--- config.mk ---
export PLATFORM = sky130hd
export DESIGN_NAME = apr_remap
export DESIGN_NICKNAME = d
export VERILOG_FILES = /design/src/rtl/apr_pkg.sv /design/src/rtl/apr_map_bank.sv /design/src/rtl/apr_xlate.sv /design/src/rtl/apr_remap.sv
export SDC_FILE = /design/constraint.sdc
export NUM_CORES = 1
export LEC_CHECK = 0
export BUFFER_PORTS_ARGS = -buffer_cell sky130_fd_sc_hd__buf_2
export CAP_MARGIN = 10
export CORE_UTILIZATION = 55
export CTS_CLUSTER_DIAMETER = 100
export DETAILED_ROUTE_END_ITERATION = 7
export GPL_ROUTABILITY_DRIVEN = 0
export GPL_TIMING_DRIVEN = 0
export PLACE_DENSITY = 0.79
export SLEW_MARGIN = 20
export SYNTH_ARGS = -nofsm -noshare
export SYNTH_HDL_FRONTEND = slang
export SYNTH_SLANG_ARGS = --single-unit
--- constraint.sdc ---
create_clock -name clk -period 3.7 [get_ports clk]
set_input_delay 0.74 -clock clk [delete_from_list [all_inputs] [get_ports clk]]
set_output_delay 0.74 -clock clk [all_outputs]
set_load 0.01 [all_outputs]
--- src/rtl/apr_pkg.sv ---
package apr_pkg;
    localparam int ADDR_W = 32;
    localparam int IDX_W  = 4;
    localparam int SEL_W  = 4;
    localparam int N_AP   = 1 << IDX_W;
    localparam int LOW_W  = ADDR_W - IDX_W;
    localparam int ENT_W  = IDX_W + SEL_W;

    localparam logic [SEL_W-1:0] SEL_LOCAL = SEL_W'(0);
    localparam logic [SEL_W-1:0] SEL_MAIN  = SEL_W'(1);
    localparam logic [SEL_W-1:0] SEL_NONE  = {SEL_W{1'b1}};

    typedef struct packed {
        logic [IDX_W-1:0] nib;
        logic [SEL_W-1:0] sel;
    } ap_entry_t;

    typedef enum logic [1:0] {
        RES_IDLE  = 2'd0,
        RES_ROUTE = 2'd1,
        RES_FAULT = 2'd2
    } res_state_t;

    function automatic ap_entry_t reset_entry(int idx);
        ap_entry_t e;
        e.nib = '0;
        if (idx == N_AP - 1)      e.sel = SEL_LOCAL;
        else if (idx == N_AP - 2) e.sel = SEL_MAIN;
        else                      e.sel = SEL_NONE;
        return e;
    endfunction
endpackage

--- src/rtl/apr_map_bank.sv ---
module apr_map_bank
    import apr_pkg::*;
#(
    parameter int APS = N_AP
) (
    input  logic                     clk,
    input  logic                     rst_n,
    input  logic                     wr_en,
    input  logic [$clog2(APS)-1:0]   wr_idx,
    input  ap_entry_t                wr_entry,
    input  logic [$clog2(APS)-1:0]   lk_idx,
    output ap_entry_t                lk_entry,
    output ap_entry_t                rd_entry
);
    ap_entry_t table_q [APS];

    for (genvar i = 0; i < APS; i++) begin : g_ent
        always_ff @(posedge clk or negedge rst_n) begin
            if (!rst_n)
                table_q[i] <= reset_entry(i);
            else if (wr_en && wr_idx == i)
                table_q[i] <= wr_entry;
        end
    end

    assign lk_entry = table_q[lk_idx];
    assign rd_entry = table_q[wr_idx];

    // a write lands in its entry at the sampling edge
    a_r7_write_lands: assert property (@(posedge clk) disable iff (!rst_n)
        wr_en |=> table_q[$past(wr_idx)] == $past(wr_entry));
endmodule

--- src/rtl/apr_xlate.sv ---
module apr_xlate
    import apr_pkg::*;
(
    input  logic [ADDR_W-1:0] addr_in,
    input  ap_entry_t         entry,
    output logic              hit,
    output logic [SEL_W-1:0]  sel,
    output logic [ADDR_W-1:0] addr_out
);
    always_comb begin
        hit      = (entry.sel != SEL_NONE);
        sel      = entry.sel;
        addr_out = {entry.nib, addr_in[LOW_W-1:0]};
    end
endmodule

--- src/rtl/apr_remap.sv ---
module apr_remap
    import apr_pkg::*;
(
    input  logic              clk,
    input  logic              rst_n,
    input  logic              cfg_wr,
    input  logic [IDX_W-1:0]  cfg_idx,
    input  logic [ENT_W-1:0]  cfg_wdata,
    output logic [ENT_W-1:0]  cfg_rdata,
    input  logic              m_valid,
    input  logic [ADDR_W-1:0] m_addr,
    output logic              s_valid,
    output logic              s_err,
    output logic [SEL_W-1:0]  s_sel,
    output logic [ADDR_W-1:0] s_addr
);
    ap_entry_t        lk_entry;
    ap_entry_t        rd_entry;
    logic             x_hit;
    logic [SEL_W-1:0] x_sel;
    logic [ADDR_W-1:0] x_addr;

    res_state_t        state_q, state_d;
    logic [SEL_W-1:0]  sel_q, sel_d;
    logic [ADDR_W-1:0] addr_q, addr_d;

    apr_map_bank #(.APS(N_AP)) u_bank (
        .clk      (clk),
        .rst_n    (rst_n),
        .wr_en    (cfg_wr),
        .wr_idx   (cfg_idx),
        .wr_entry (ap_entry_t'(cfg_wdata)),
        .lk_idx   (m_addr[ADDR_W-1 -: IDX_W]),
        .lk_entry (lk_entry),
        .rd_entry (rd_entry)
    );

    apr_xlate u_xlate (
        .addr_in  (m_addr),
        .entry    (lk_entry),
        .hit      (x_hit),
        .sel      (x_sel),
        .addr_out (x_addr)
    );

    assign cfg_rdata = rd_entry;

    // next-state and payload selection
    always_comb begin
        if (!m_valid)   state_d = RES_IDLE;
        else if (x_hit) state_d = RES_ROUTE;
        else            state_d = RES_FAULT;
        unique case (state_d)
            RES_ROUTE: begin sel_d = x_sel;    addr_d = x_addr; end
            RES_FAULT: begin sel_d = SEL_NONE; addr_d = '0;     end
            default:   begin sel_d = '0;       addr_d = '0;     end
        endcase
    end

    // state register
    always_ff @(posedge clk or negedge rst_n) begin
        if (!rst_n) begin
            state_q <= RES_IDLE;
            sel_q   <= '0;
            addr_q  <= '0;
        end else begin
            state_q <= state_d;
            sel_q   <= sel_d;
            addr_q  <= addr_d;
        end
    end

    // outputs
    always_comb begin
        s_sel  = sel_q;
        s_addr = addr_q;
        unique case (state_q)
            RES_ROUTE: begin s_valid = 1'b1; s_err = 1'b0; end
            RES_FAULT: begin s_valid = 1'b0; s_err = 1'b1; end
            default:   begin s_valid = 1'b0; s_err = 1'b0; end
        endcase
    end

    // one-cycle latency from valid input to a result
    a_r5_latency: assert property (@(posedge clk) disable iff (!rst_n)
        m_valid |=> (s_valid || s_err));
    a_r5_idle: assert property (@(posedge clk) disable iff (!rst_n)
        !m_valid |=> (!s_valid && !s_err && s_addr == '0));
    // exclusive result, no routing on the unmapped code
    a_r10_exclusive: assert property (@(posedge clk) disable iff (!rst_n)
        !(s_valid && s_err));
    a_r10_no_none_route: assert property (@(posedge clk) disable iff (!rst_n)
        s_valid |-> s_sel != SEL_NONE);
    // low bits pass through on a routed access
    a_r4_low_bits: assert property (@(posedge clk) disable iff (!rst_n)
        m_valid |=> (!s_valid || s_addr[LOW_W-1:0] == $past(m_addr[LOW_W-1:0])));
    // a fault presents the unmapped code and a zero address
    a_r3_fault_payload: assert property (@(posedge clk) disable iff (!rst_n)
        s_err |-> (s_sel == SEL_NONE && s_addr == '0));
endmodule

Yosys cells after proc, flatten, opt, wreduce, memory -nomap -nowiden
Cells that the tools add are included.

Flip-flop bits (word level): 166.

$lt $le $gt $ge: 2. Eq/ne operators: 20. Mux-type cells: 12. Bitwise operators: 2. Reductions and logical operators: 17.

Operator list (number): 8-bit binary-select mux with 4-bit select (2); 4-bit == test (second input constant) (8); 32-bit two-way mux (1); 8-bit two-way mux (4); 4-bit by 3-bit == test with 1-bit output (second input constant) (4); 1-bit logical AND (16); 5-bit greater-or-equal comparator (second input constant) (2); 4-bit inverter with 5-bit output (2); 4-bit by 2-bit == test with 1-bit output (second input constant) (2); 4-bit one-hot mux with 2 select lines (1); 2-bit by 1-bit == test with 1-bit output (second input constant) (2); 2-bit == test (second input constant) (2); 4-bit by 1-bit == test with 1-bit output (second input constant) (1); 4-bit logical NOT (1); 2-bit two-way mux (2); 4-bit != test (second input constant) (1); 1-bit two-way mux (2).

Logic depth before layout (Yosys ltp)
Depth in word-level cells: 9. Depth in mapped cells: 9. Mapped depth without buffers: 5.

Cells and area by module
Synthesis repeated with hierarchy kept, for this count alone.

Cell total of the unflattened synthesis: 562. Area, all modules: 8408.1 um^2.

Modules (own cells, without submodules): apr_map_bank (times used 1, cells each 435, area each 6821.5 um^2, sequential area each 3274.4 um^2); apr_remap (times used 1, cells each 90, area each 1310.0 um^2, sequential area each 950.9 um^2); apr_xlate (times used 1, cells each 37, area each 276.5 um^2, sequential area each 0.0 um^2).

Worst setup path after synthesis
OpenSTA, ideal clock, no wires.

Kind: input to output. From: input port cfg_idx[0]. To: output port cfg_rdata[0]. Arrival time: 2.346 ns. Path slack: 0.614 ns. Stages on the path: 4. Buffers on the path: 2. Cell sequence: buf_2 -> buf_2 -> mux4_2 -> mux4_2.

Longest elaborated chain between the ends: 4.

RTL lines: start: declaration (line apr_remap.sv:7) `input logic [IDX_W-1:0] cfg_idx,`; 4-bit inverter with 5-bit output (not written as such) (line apr_map_bank.sv:27) `assign rd_entry = table_q[wr_idx];`; 8-bit binary-select mux with 4-bit select (line apr_map_bank.sv:27); 8-bit two-way mux (not written as such) (2 in series) (line apr_map_bank.sv:27); end: declaration (line apr_remap.sv:9) `output logic [ENT_W-1:0] cfg_rdata,`.

Every way passes these cells. The select of a mux whose other input is x is not followed.

Final worst setup path
Same ends and word-level chain as after synthesis.

==> run metrics <==
status finished clean; overall routing resource usage between 20% and 30%; Hold Vio Cnt, Final 0; Fillers slightly above 1000; initial antenna violation count 0; RSZ-0062 raised after global routing false; H-tree levels 4; PnR worst setup slack 0.110 ns; total wire length ~21000 microns; kind of critical path primary input to output pin; PortBufs 88; clk sink count 166; post-route ant nets 0; Worst-Skew Late Latency 0.42 ns; NumNets Final ~700; Worst-path clk slew 0.06 ns; CP endpoint kind output pin; path length in cells of the critical path 5; starting density of the core between 50% and 60%; critical path's top delay family multiplexers; Crit-path slowest cell mux4_2; final period utilization a little over nine tenths; fin crit period around 3.6 ns; Mean Syn Cell Area 15.6 sq um; met3 WL post-DR around 1300 microns; Rel. slew slack 19.6%; Max clock buf depth 2; final setup fails 0; Inserted Diodes 0; Die Y around 130 microns; Post-Syn Instances around 550; Synth cell types 33; drt wl/cell 24.6 microns; Worst Setup Start Kind primary input; synthesized cell area 8540 sq um; crit path DAT 2.85 ns; Placeable Area 15100 sq um; DP HPWL 13700 microns; Syn-to-layout area delta 15.7%; Leakage 4.23 nW; TritonCTS buffer count 17; Crit Path Max Fanout 10; Post-Place Worst Slack -0.165 ns; worst hold-check path type primary input to async pin; drt first pass iters 6; metal2 WL 10500 microns; TritonCTS clock tree built; first-pass GRT wire length around 32000 microns; most used cell, CP buf_2; hold buffers post-CTS 0; setup repair bufs after CTS 0; Row Count 45; top sig layer met4; Via density roughly 6.3; crit-path max cell delay 0.56 ns; Slew Limit Fails 0; Ys Warns 0; clock root buffer clkbuf_16; Peak VDD IR 474 uV; crit path cell chain buf_2 -> buf_2 -> mux4_2 -> mux4_2 -> buf_2; metal1 wirelength 8380 microns; worst path buffer plus inverter count 3; Slew @ Worst Pin between 1 and 1.5 ns; register area share after synthesis between 40% and 50%; DRC viols 0; I/O pins 94; ratio of cells with drive above 1 in the final layout 63.8%; Worst Skew a little under 0.007 ns; post-synthesis register bit count between 150 and 200; Pwr Density 569 nW/um^2; via count between 5000 and 6000; max-cap viol count 0; DR iter-0 viols between 300 and 400; Reg area approximately 4200 sq um; Cell Area, Placed just over 9000 sq um; Congestion Overflow GR 0; Final Instance Area 9870 sq um; Worst Path Required 2.96 ns; number of global-route vias before repair between 5000 and 6000; Die Width around 130 microns; FMAX 279 MHz; path depth of the worst reg2reg path 7; area taken by multi-input logic gates 3980 sq um; DIE AREA roughly 16000 sq um; largest net degree at the start of global routing 100; Synth Net Count 594
-- per-stage QoR --
stage | hold slack, ns | std cells | total power (W) | util (%) | setup TNS [ns]
2_1_floorplan | 0.444 | 546 | 0.00340 | - | 0
3_3_place_gp | 0.499 | 822 | 0.00371 | 60.8 | -46.79
3_5_place_dp | 0.512 | 823 | 0.00379 | 61.1 | -1.12
4_1_cts | 0.275 | 855 | 0.00563 | 65.2 | 0
5_1_grt | 0.289 | 854 | 0.00583 | 65.2 | 0
6_report | 0.259 | 854 | 0.00562 | 65.2 | 0
-- final timing paths --
kind	startpoint	to	slack [ns]
max in group asynchronous	rst_n	u_bank.table_q[41]	2.57
hold / removal	rst_n	s_addr[2]	0.26
setup / recovery	cfg_idx[0]	cfg_rdata[0]	0.11
setup reg to reg	u_bank.table_q[51]	s_addr[14]	1.72
hold reg to reg	u_bank.table_q[119]	u_bank.table_q[119]	0.52
min in group clk	u_bank.table_q[119]	u_bank.table_q[119]	0.52
-- cell usage in the layout (no fill, tap or decap), types with 9 or more instances in the layout --
master       n
nand2_1     37
buf_2       96
dfstp_2     57
nor2_1       9
mux2i_1     11
dfrtp_1    109
mux4_2      57
a21oi_2     30
mux4_1      13
clkbuf_16   17
mux2_2     132
clkbuf_1    19
-- what timing repair did --
item,4_1_cts,5_1_grt
endpoints found under the setup margin,8,2
hold endpoints to repair,0,0
gates resized for setup,4,0
-- metal layers --
metal	track usage (%)	up-vias
li1	-	2288
met1	35.1	2754
met2	47.2	284
met3	5.48	63
met4	13.7	0
met5	0	-
-- power by group --
group	internal (W)	leakage (nW)	switching, W
Sequential	0.00228	1.96	0.000259
Clock	0.00114	0.294	0.000704
Combinational	0.000736	1.98	0.000505
-- area by class of cell --
type                            count  share of cell area (%)
Sequential cell                   166                    42.8
Multi-Input combinational cell    333                    40.3
Clock buffer                       25                    5.02
Timing Repair Buffer               89                    4.84
Buffer                             45                    3.47
Tap cell                          188                    2.38
Clock inverter                      7                    1.20
Inverter                            1                  0.0380
-- worst register-to-register path, cell delays in order (launching register included) --
cell	delay, ns
dfstp_2	0.37
mux4_1	0.53
a22oi_1	0.21
nand3_1	0.17
and2_1	0.17
buf_2	0.16
buf_6	0.17
a21oi_2	0.12
-- flip-flops by register name, summed over array words and instances, names as in the netlist --
signal	count
state_q	2
s_sel	4
s_addr	32
u_bank.table_q	128
-- synth_stat cells --
master,count,area share (%)
clkbuf_1,18,0.79
nand3_1,5,0.29
a21oi_1,2,0.12
a221oi_2,2,0.35
inv_1,1,0.044
nor2_1,11,0.48
mux2_2,132,17
and3_1,1,0.073
nor3b_1,1,0.088
nor2b_1,6,0.44
buf_12,5,1.2
dfstp_2,57,18
nand3b_1,2,0.18
and2_1,6,0.44
o211ai_1,4,0.35
a21boi_0,1,0.088
a22oi_1,2,0.18
a22oi_2,1,0.15
buf_2,9,0.53
dlygate4sd1_1,3,0.31
buf_4,1,0.088
a21boi_4,1,0.22
a21oi_2,30,3.1
o21ai_2,1,0.10
dfrtp_1,109,32
or3_1,3,0.22
mux4_1,13,4.0
buf_1,3,0.13
buf_6,7,0.92
mux2i_1,11,1.3
mux4_2,57,15
nand2_1,37,1.6
nand2b_1,4,0.29
-- cell families (layout without fill, tap and decap cells) --
group,count (synthesis),after routing,synth area share (%)
and+or+nand+nor,76,76,4.13
buffers and inverters,47,167,3.99
muxes,213,213,37.7
AOI/OAI and AO/OA,44,44,4.63
DFF,166,166,49.5
Power figures use the tool's default switching activity.
